$ cat config.mk
export PLATFORM = sky130hd
export DESIGN_NAME = brkeven_pm_ctrl
export DESIGN_NICKNAME = d
export VERILOG_FILES = /design/src/rtl/bes_pkg.sv /design/src/rtl/bes_breakeven.sv /design/src/rtl/bes_xfer_timer.sv /design/src/rtl/bes_energy_meter.sv /design/src/rtl/brkeven_pm_ctrl.sv
export SDC_FILE = /design/constraint.sdc
export NUM_CORES = 1
export LEC_CHECK = 0
export ABC_CLOCK_PERIOD_IN_PS = 5300
export BUFFER_PORTS_ARGS = -buffer_cell sky130_fd_sc_hd__buf_4
export CORE_UTILIZATION = 45
export DETAILED_ROUTE_END_ITERATION = 8
export PLACE_DENSITY = 0.77
export SLEW_MARGIN = 20
export SYNTH_ARGS = -nofsm -noshare
export SYNTH_HDL_FRONTEND = slang
export SYNTH_HIERARCHICAL = 1
export SYNTH_SLANG_ARGS = --single-unit
$ cat constraint.sdc
create_clock -name clk -period 5.3 [get_ports clk]
set_input_delay 1.06 -clock clk [delete_from_list [all_inputs] [get_ports clk]]
set_output_delay 1.06 -clock clk [all_outputs]
set_load 0.02 [all_outputs]
$ cat src/rtl/bes_pkg.sv
package bes_pkg;

  typedef enum logic [2:0] {
    M_ON   = 3'd0,
    M_EVAL = 3'd1,
    M_DOWN = 3'd2,
    M_OFF  = 3'd3,
    M_UP   = 3'd4
  } pm_mode_e;

endpackage

$ cat src/rtl/bes_breakeven.sv
// Combinational break-even test: shut down only if staying on for the
// predicted idle length costs strictly more than transitioning and resting.
module bes_breakeven #(
  parameter int IDLE_W = 16,
  parameter int PWR_W  = 16,
  parameter int P_ON   = 10,
  parameter int P_OFF  = 0,
  parameter int P_DN   = 40,
  parameter int P_UP   = 40,
  parameter int T_DN   = 1,
  parameter int T_UP   = 2
) (
  input  logic [IDLE_W-1:0] idle_len,
  output logic              shut
);

  localparam int PRD_W  = IDLE_W + PWR_W + 2;
  localparam int T_TOT  = T_DN + T_UP;
  localparam int E_XFER = P_DN * T_DN + P_UP * T_UP;

  logic [PRD_W-1:0] len_ext;
  logic [PRD_W-1:0] rest_len;
  logic [PRD_W-1:0] e_stay;
  logic [PRD_W-1:0] e_go;
  logic             long_enough;

  always_comb begin
    len_ext     = PRD_W'(idle_len);
    long_enough = (idle_len > IDLE_W'(T_TOT));
    rest_len    = long_enough ? (len_ext - PRD_W'(T_TOT)) : '0;
    e_stay      = PRD_W'(P_ON) * len_ext;
    e_go        = PRD_W'(E_XFER) + PRD_W'(P_OFF) * rest_len;
    shut        = long_enough && (e_stay > e_go);
  end

endmodule

$ cat src/rtl/bes_xfer_timer.sv
// Tick counter for the power-down and power-up windows.
module bes_xfer_timer #(
  parameter int CNT_W = 2
) (
  input  logic             clk,
  input  logic             rst_n,
  input  logic             clr,
  input  logic             run,
  input  logic [CNT_W-1:0] lim,
  output logic             done
);

  logic [CNT_W-1:0] cnt_q, cnt_d;
  logic             cnt_en;

  always_comb begin
    done   = run && (cnt_q == lim - CNT_W'(1));
    cnt_en = clr || run;
    cnt_d  = clr ? '0 : (cnt_q + CNT_W'(1));
  end

  always_ff @(posedge clk or negedge rst_n) begin
    if (!rst_n) begin
      cnt_q <= '0;
    end else if (cnt_en) begin
      cnt_q <= cnt_d;
    end
  end

endmodule

$ cat src/rtl/bes_energy_meter.sv
// Adds the present power level once per tick.
module bes_energy_meter #(
  parameter int PWR_W = 16,
  parameter int ACC_W = 32,
  parameter bit SAT   = 1'b1
) (
  input  logic             clk,
  input  logic             rst_n,
  input  logic             tick,
  input  logic [PWR_W-1:0] pwr,
  output logic [ACC_W-1:0] acc
);

  logic [ACC_W:0]   sum;
  logic [ACC_W-1:0] acc_d;

  assign sum = {1'b0, acc} + (ACC_W+1)'(pwr);

  generate
    if (SAT) begin : g_sat
      assign acc_d = sum[ACC_W] ? {ACC_W{1'b1}} : sum[ACC_W-1:0];
    end else begin : g_wrap
      assign acc_d = sum[ACC_W-1:0];
    end
  endgenerate

  always_ff @(posedge clk or negedge rst_n) begin
    if (!rst_n) begin
      acc <= '0;
    end else if (tick) begin
      acc <= acc_d;
    end
  end

endmodule

$ cat src/rtl/brkeven_pm_ctrl.sv
module brkeven_pm_ctrl
  import bes_pkg::*;
#(
  parameter int IDLE_W = 16,
  parameter int PWR_W  = 16,
  parameter int ACC_W  = 32,
  parameter int P_ON   = 10,
  parameter int P_OFF  = 0,
  parameter int P_DN   = 40,
  parameter int P_UP   = 40,
  parameter int T_DN   = 1,
  parameter int T_UP   = 2
) (
  input  logic              clk,
  input  logic              rst_n,
  input  logic              tick,
  input  logic              idle_start,
  input  logic [IDLE_W-1:0] idle_pred,
  input  logic              task_req,
  output logic              task_ack,
  output logic              pwr_off_cmd,
  output logic              pwr_on_cmd,
  output logic              dec_valid,
  output logic              dec_shut,
  output logic [2:0]        pm_mode,
  output logic [ACC_W-1:0]  energy_acc
);

  localparam int T_MAX = (T_DN > T_UP) ? T_DN : T_UP;
  localparam int CNT_W = $clog2(T_MAX + 1);

  pm_mode_e          st_q, st_d;
  logic [IDLE_W-1:0] pred_q;
  logic              pred_ld;
  logic              shut_ok;
  logic              in_xfer, xfer_clr, xfer_done;
  logic [CNT_W-1:0]  xfer_lim;
  logic [PWR_W-1:0]  pwr_now;
  logic              ack_d, off_d, on_d, dv_d, ds_d;
  logic              ack_q, off_q, on_q, dv_q, ds_q;

  bes_breakeven #(
    .IDLE_W(IDLE_W), .PWR_W(PWR_W), .P_ON(P_ON), .P_OFF(P_OFF),
    .P_DN(P_DN), .P_UP(P_UP), .T_DN(T_DN), .T_UP(T_UP)
  ) u_be (
    .idle_len(pred_q),
    .shut    (shut_ok)
  );

  assign in_xfer  = (st_q == M_DOWN) || (st_q == M_UP);
  assign xfer_lim = (st_q == M_UP) ? CNT_W'(T_UP) : CNT_W'(T_DN);
  assign xfer_clr = (st_d != st_q);

  bes_xfer_timer #(.CNT_W(CNT_W)) u_tmr (
    .clk  (clk),
    .rst_n(rst_n),
    .clr  (xfer_clr),
    .run  (in_xfer && tick),
    .lim  (xfer_lim),
    .done (xfer_done)
  );

  // next-state process
  always_comb begin
    st_d    = st_q;
    pred_ld = 1'b0;
    ack_d   = 1'b0;
    off_d   = 1'b0;
    on_d    = 1'b0;
    dv_d    = 1'b0;
    ds_d    = 1'b0;
    unique case (st_q)
      M_ON: begin
        if (task_req) begin
          ack_d = !ack_q;
        end else if (idle_start) begin
          pred_ld = 1'b1;
          st_d    = M_EVAL;
        end
      end
      M_EVAL: begin
        dv_d = 1'b1;
        if (!task_req && shut_ok) begin
          ds_d  = 1'b1;
          off_d = 1'b1;
          st_d  = M_DOWN;
        end else begin
          st_d = M_ON;
        end
      end
      M_DOWN: begin
        if (xfer_done) begin
          if (task_req) begin
            st_d = M_UP;
            on_d = 1'b1;
          end else begin
            st_d = M_OFF;
          end
        end
      end
      M_OFF: begin
        if (task_req) begin
          st_d = M_UP;
          on_d = 1'b1;
        end
      end
      M_UP: begin
        if (xfer_done) begin
          st_d = M_ON;
        end
      end
      default: st_d = M_ON;
    endcase
  end

  always_comb begin
    unique case (st_q)
      M_DOWN:  pwr_now = PWR_W'(P_DN);
      M_OFF:   pwr_now = PWR_W'(P_OFF);
      M_UP:    pwr_now = PWR_W'(P_UP);
      default: pwr_now = PWR_W'(P_ON);
    endcase
  end

  // register process
  always_ff @(posedge clk or negedge rst_n) begin
    if (!rst_n) begin
      st_q  <= M_ON;
      ack_q <= 1'b0;
      off_q <= 1'b0;
      on_q  <= 1'b0;
      dv_q  <= 1'b0;
      ds_q  <= 1'b0;
    end else begin
      st_q  <= st_d;
      ack_q <= ack_d;
      off_q <= off_d;
      on_q  <= on_d;
      dv_q  <= dv_d;
      ds_q  <= ds_d;
    end
  end

  always_ff @(posedge clk or negedge rst_n) begin
    if (!rst_n) begin
      pred_q <= '0;
    end else if (pred_ld) begin
      pred_q <= idle_pred;
    end
  end

  bes_energy_meter #(.PWR_W(PWR_W), .ACC_W(ACC_W), .SAT(1'b1)) u_em (
    .clk  (clk),
    .rst_n(rst_n),
    .tick (tick),
    .pwr  (pwr_now),
    .acc  (energy_acc)
  );

  assign task_ack    = ack_q;
  assign pwr_off_cmd = off_q;
  assign pwr_on_cmd  = on_q;
  assign dec_valid   = dv_q;
  assign dec_shut    = ds_q;
  assign pm_mode     = st_q;

endmodule

==> qor_table.md <==
| Group | Metric | Value |
|---|---|---|
| timing | Total of endpoints with negative setup slack in the final report | 0 |
| die | Horiz. Die Dim | 102 um |
| timing | Hold Fails Final Rpt | 0 |
| synth | Netlist area before placement | 4480 um^2 |
| setup path | CP max stage delay | 0.43 ns |
| drt | DRC violation total after the first TritonRoute iteration | 228 |
| cells and area | Post-synthesis to final-layout area growth | 16.4% |
| drt | DRT Pass-1 Iters | 5 |
| grt | Overflow after GRT | 0 |
| power and ir drop | Leakage Power | 2.36 nW |
| setup path | Minimum setup slack among reg-to-reg paths | 1.86 ns |
| cts | Sink count of the clock tree | 57 |
| worst hold path | Launch point of the worst hold path | task_ack$_DFF_PN0_ |
| synth | Sequential cell area fraction in the yosys report | 0.318 |
| cts | Clock tree from TritonCTS | done |
| die | Overall die area | 10,400 um^2 |
| cts | Skew-Pair Late Insertion Delay | 0.35 ns |
| cts | Hold buffers post-CTS | 0 |
| grt | Overall Global Routing Usage | 0.213 |
| synth | Number of warnings printed during yosys synthesis | 6 |
| setup path | Number of stages on the worst setup path | 13 |
| setup path | Slowest CP cell | sky130_fd_sc_hd__a2111oi_0 |
| setup path | CP Cell Sequence | ha_1 -> ha_1 -> inv_1 -> fa_1 -> nand2b_1 -> a2111oi_0 -> or2_2 -> o21ai_0 -> a2111o_1 -> nor4_1 -> a21oi_1 -> nand3_1 -> a21oi_1 |
| placement | Count of port buffers added during placement | 60 |
| timing | Final worst path period share | 0.648 |
| worst hold path | Number of instances on the worst hold path | 1 |
| timing | Worst slew margin | 0.324 |
| grt | Antenna violations before repair | 0 |
| cts | Number of buffers created by CTS | 9 |
| cts | H-tree levels | 3 |
| drt | Vias per cell | 5.74 |
| cts | Number of buffers on the longest clock path | 2 |
| placement | Final RePlAce weighted congestion | 0.876 |
| cells and area | Most frequent cells in the layout | sky130_fd_sc_hd__buf_4, sky130_fd_sc_hd__dfrtp_1, sky130_fd_sc_hd__ha_1 |
| die | Height of the chip | 102 um |
| timing | Minimum period implied by the final worst setup slack | 3.44 ns |
| placement | Dpl cell area | 5040 um^2 |
| setup path | Type of element capturing the critical path | flip-flop |
| run status | Status | completed |
| synth | Top flip-flop cell by instance count after synthesis | sky130_fd_sc_hd__dfrtp_1 |
| power and ir drop | Switching pwr | 0.00179 W |
| power and ir drop | Power density cells | 710 nW/um^2 |
| timing | Max-slew violations | 0 |
| drt | Average routed wire per standard cell | 15.5 um |
| setup path | Category of the critical setup timing path | flip-flop to flip-flop |
| drt | DRC violation count after routing | 0 |
| power and ir drop | Proportion of power drawn by the clock network | 0.100 |
| synth | Asr flop ratio synth | 1.00 |
| setup path | Arrival time worst endpoint | 3.66 ns |
| timing | Fin worst setup slack | 1.86 ns |
| die | I/O pin count | 61 |
| cells and area | Share of final-layout standard cells stronger than drive strength 1 | 0.219 |
| synth | #FFs+latches synth | 57 |
| setup path | Endpoint of the lowest-slack register-to-register path | pm_mode[1]$_DFF_PN0_ |
| grt | Number of global-route vias before repair | 3,755 |
| placement | Worst Setup Slack post-DPL | 1.89 ns |
| synth | Count of different cell masters after synthesis | 74 |
| grt | Largest net degree at the start of global routing | 58 |
| worst hold path | Worst min-delay path class | flip-flop to flip-flop |
| power and ir drop | Sequential share of power | 0.221 |
| placement | Final HPWL from detailed placement | 7900 um |
| timing | Slew at the pin with the worst max-slew slack | 1.01 ns |
| run | MaxCap Viol Count | 0 |
| drt | Vias after detailed routing | 3,902 |
| setup path | Worst Reg-to-Reg Cells | 13 |
| cells and area | End-of-flow core utilization | 0.536 |
| cts | Post_cts resized | 0 |
| synth | Synthesized area per cell | 9.47 um^2 |
| power and ir drop | Worst voltage drop across the vdd grid | 0.000322 V |
| die | Number of rows in the core area | 36 |
| setup path | Buf/Inv on CP | 1 |
| cells and area | Commonest non-fill, non-tap cell in the layout | sky130_fd_sc_hd__buf_4 |
| setup path | Critical path startpoint category | flip-flop |
| grt | First-pass GRT wire length | 17,400 um |
| setup path | Cell class contributing the biggest share of worst-path delay | compound AO/OA/AOI/OAI gates |
| timing | Setup repair after global routing missed its margin | false |
| die | Core area | 9730 um^2 |
| synth | Number of cells produced by synthesis | 473 |
| power and ir drop | Fraction of power consumed by combinational cells | 0.679 |
| timing | Setup TNS | 0 ns |
| synth | Number of enable-type register cells in the synthesized netlist | 0 |
| setup path | Data required time at the worst endpoint | 5.53 ns |
| timing | Achievable clock frequency | 291 MHz |
| drt | ANT nets after route | 0 |
| power and ir drop | Total power draw | 0.00370 W |
| power and ir drop | Share of total power consumed by net switching | 0.483 |
| cts | Count of buffers added by post-CTS timing repair for setup | 0 |
| die | Starting density of the core | 0.460 |
| cells and area | Ant diodes | 0 |
| worst hold path | Hold Path End | task_ack$_DFF_PN0_ |
| cells and area | Cell area after layout | 5220 um^2 |
| timing | Worst clock skew | 0.00870 ns |
| cts | Clock slew seen by the registers of the worst setup and hold paths | 0.06 ns |
| setup path | Beginning of the worst register-to-register path | pred_q[3]$_DFFE_PN0P_ |
| cts | Buffer type at the clock tree root | sky130_fd_sc_hd__clkbuf_8 |
| setup path | Critical-path maximum fanout | 4 |
| drt | Routed wire length | 10,500 um |
| power and ir drop | Internal Power | 0.00191 W |
| cells and area | Number of nets in the finished design | 609 |
[state kept, by name, summed over array words and instances (netlist names)]
name and count:
dec_shut 1, u_tmr/cnt_q 2, pwr_on_cmd 1, pm_mode 3, task_ack 1, u_em/acc 32
pred_q 16, dec_valid 1
[cell usage after synthesis, drive strengths merged, types with 4 or more instances]
library cell / n / area (um^2)
nor3: 11 / 66.3
mux2: 25 / 285
nand3: 20 / 100
a211o: 6 / 53.8
a21oi: 36 / 180
nand2: 38 / 145
nor2: 29 / 109
o21a: 5 / 37.5
nand4: 12 / 81.3
o22a: 12 / 105
xor2: 5 / 43.8
and3: 5 / 32.5
xnor2: 14 / 123
and2: 5 / 31.3
dfrtp: 57 / 1430
or2: 5 / 31.3
o21ai: 18 / 93.8
nand2b: 6 / 37.5
clkbuf: 6 / 22.5
a211oi: 7 / 52.6
buf: 8 / 77.6
inv: 18 / 67.6
nor2b: 4 / 25.0
mux2i: 5 / 50.1
nor4: 5 / 31.3
a21o: 10 / 77.6
o22ai: 5 / 31.3
ha: 44 / 551
a2111o: 4 / 45.0
[metal layers]
metal	track usage	wire length (um)	part of all wire	up-vias
li1	-	-	-	1908
met1	0.281	4860	0.46	1875
met2	0.350	5070	0.48	109
met3	0.0455	503	0.048	10
met4	0.0658	101	0.0096	0
met5	0	0	0	-
[layout make-up]
class / count / area [um^2]
fillers: 903 / 4510
multi-input cells: 396 / 2930
flip-flops and latches: 57 / 1430
repair buffers: 60 / 450
well taps: 133 / 166
clock buffers: 13 / 159
inverters: 18 / 67.6
clock inverters: 3 / 15.0
[cells by family after synthesis]
family | share of synthesized area
AND/OR/NAND/NOR | 0.198
AO/OA/AOI/OAI | 0.201
flip-flops | 0.318
adder cells (fa/ha/maj) | 0.132
buffers and inverters | 0.0374
multiplexers | 0.0749
XOR/XNOR | 0.0372
other | 0.000837
[worst max-delay path by stage]
stage	slack, ns	start	endpoint
finish	1.86	pred_q[3]$_DFFE_PN0P_	pm_mode[1]$_DFF_PN0_
floorplan	2.09	pm_mode[2]$_DFF_PN0_	u_em/acc[30]$_DFFE_PN0P_
CTS	1.86	pm_mode[1]$_DFF_PN0_	u_em/acc[10]$_DFFE_PN0P_
global route	1.60	pred_q[3]$_DFFE_PN0P_	pm_mode[1]$_DFF_PN0_
detailed placement	1.89	pred_q[8]$_DFFE_PN0P_	pm_mode[1]$_DFF_PN0_
global placement	1.96	pred_q[8]$_DFFE_PN0P_	pm_mode[1]$_DFF_PN0_
[stage by stage]
step / hold slack (ns) / std cells
after floorplan: 0.511 / 485
after global placement: 0.424 / 664
after detailed placement: 0.440 / 664
after CTS: 0.449 / 680
after global routing: 0.485 / 680
final: 0.446 / 680
[power by group through the flow]
stage               sequential, W  clock [W]  combinational (W)
floorplan                0.000872          0            0.00184
global placement         0.000816          0            0.00239
detailed placement       0.000826          0            0.00245
CTS                      0.000819   0.000382            0.00247
global route             0.000846   0.000397            0.00279
finish                   0.000819   0.000369            0.00251
Power figures use the tool's default switching activity.
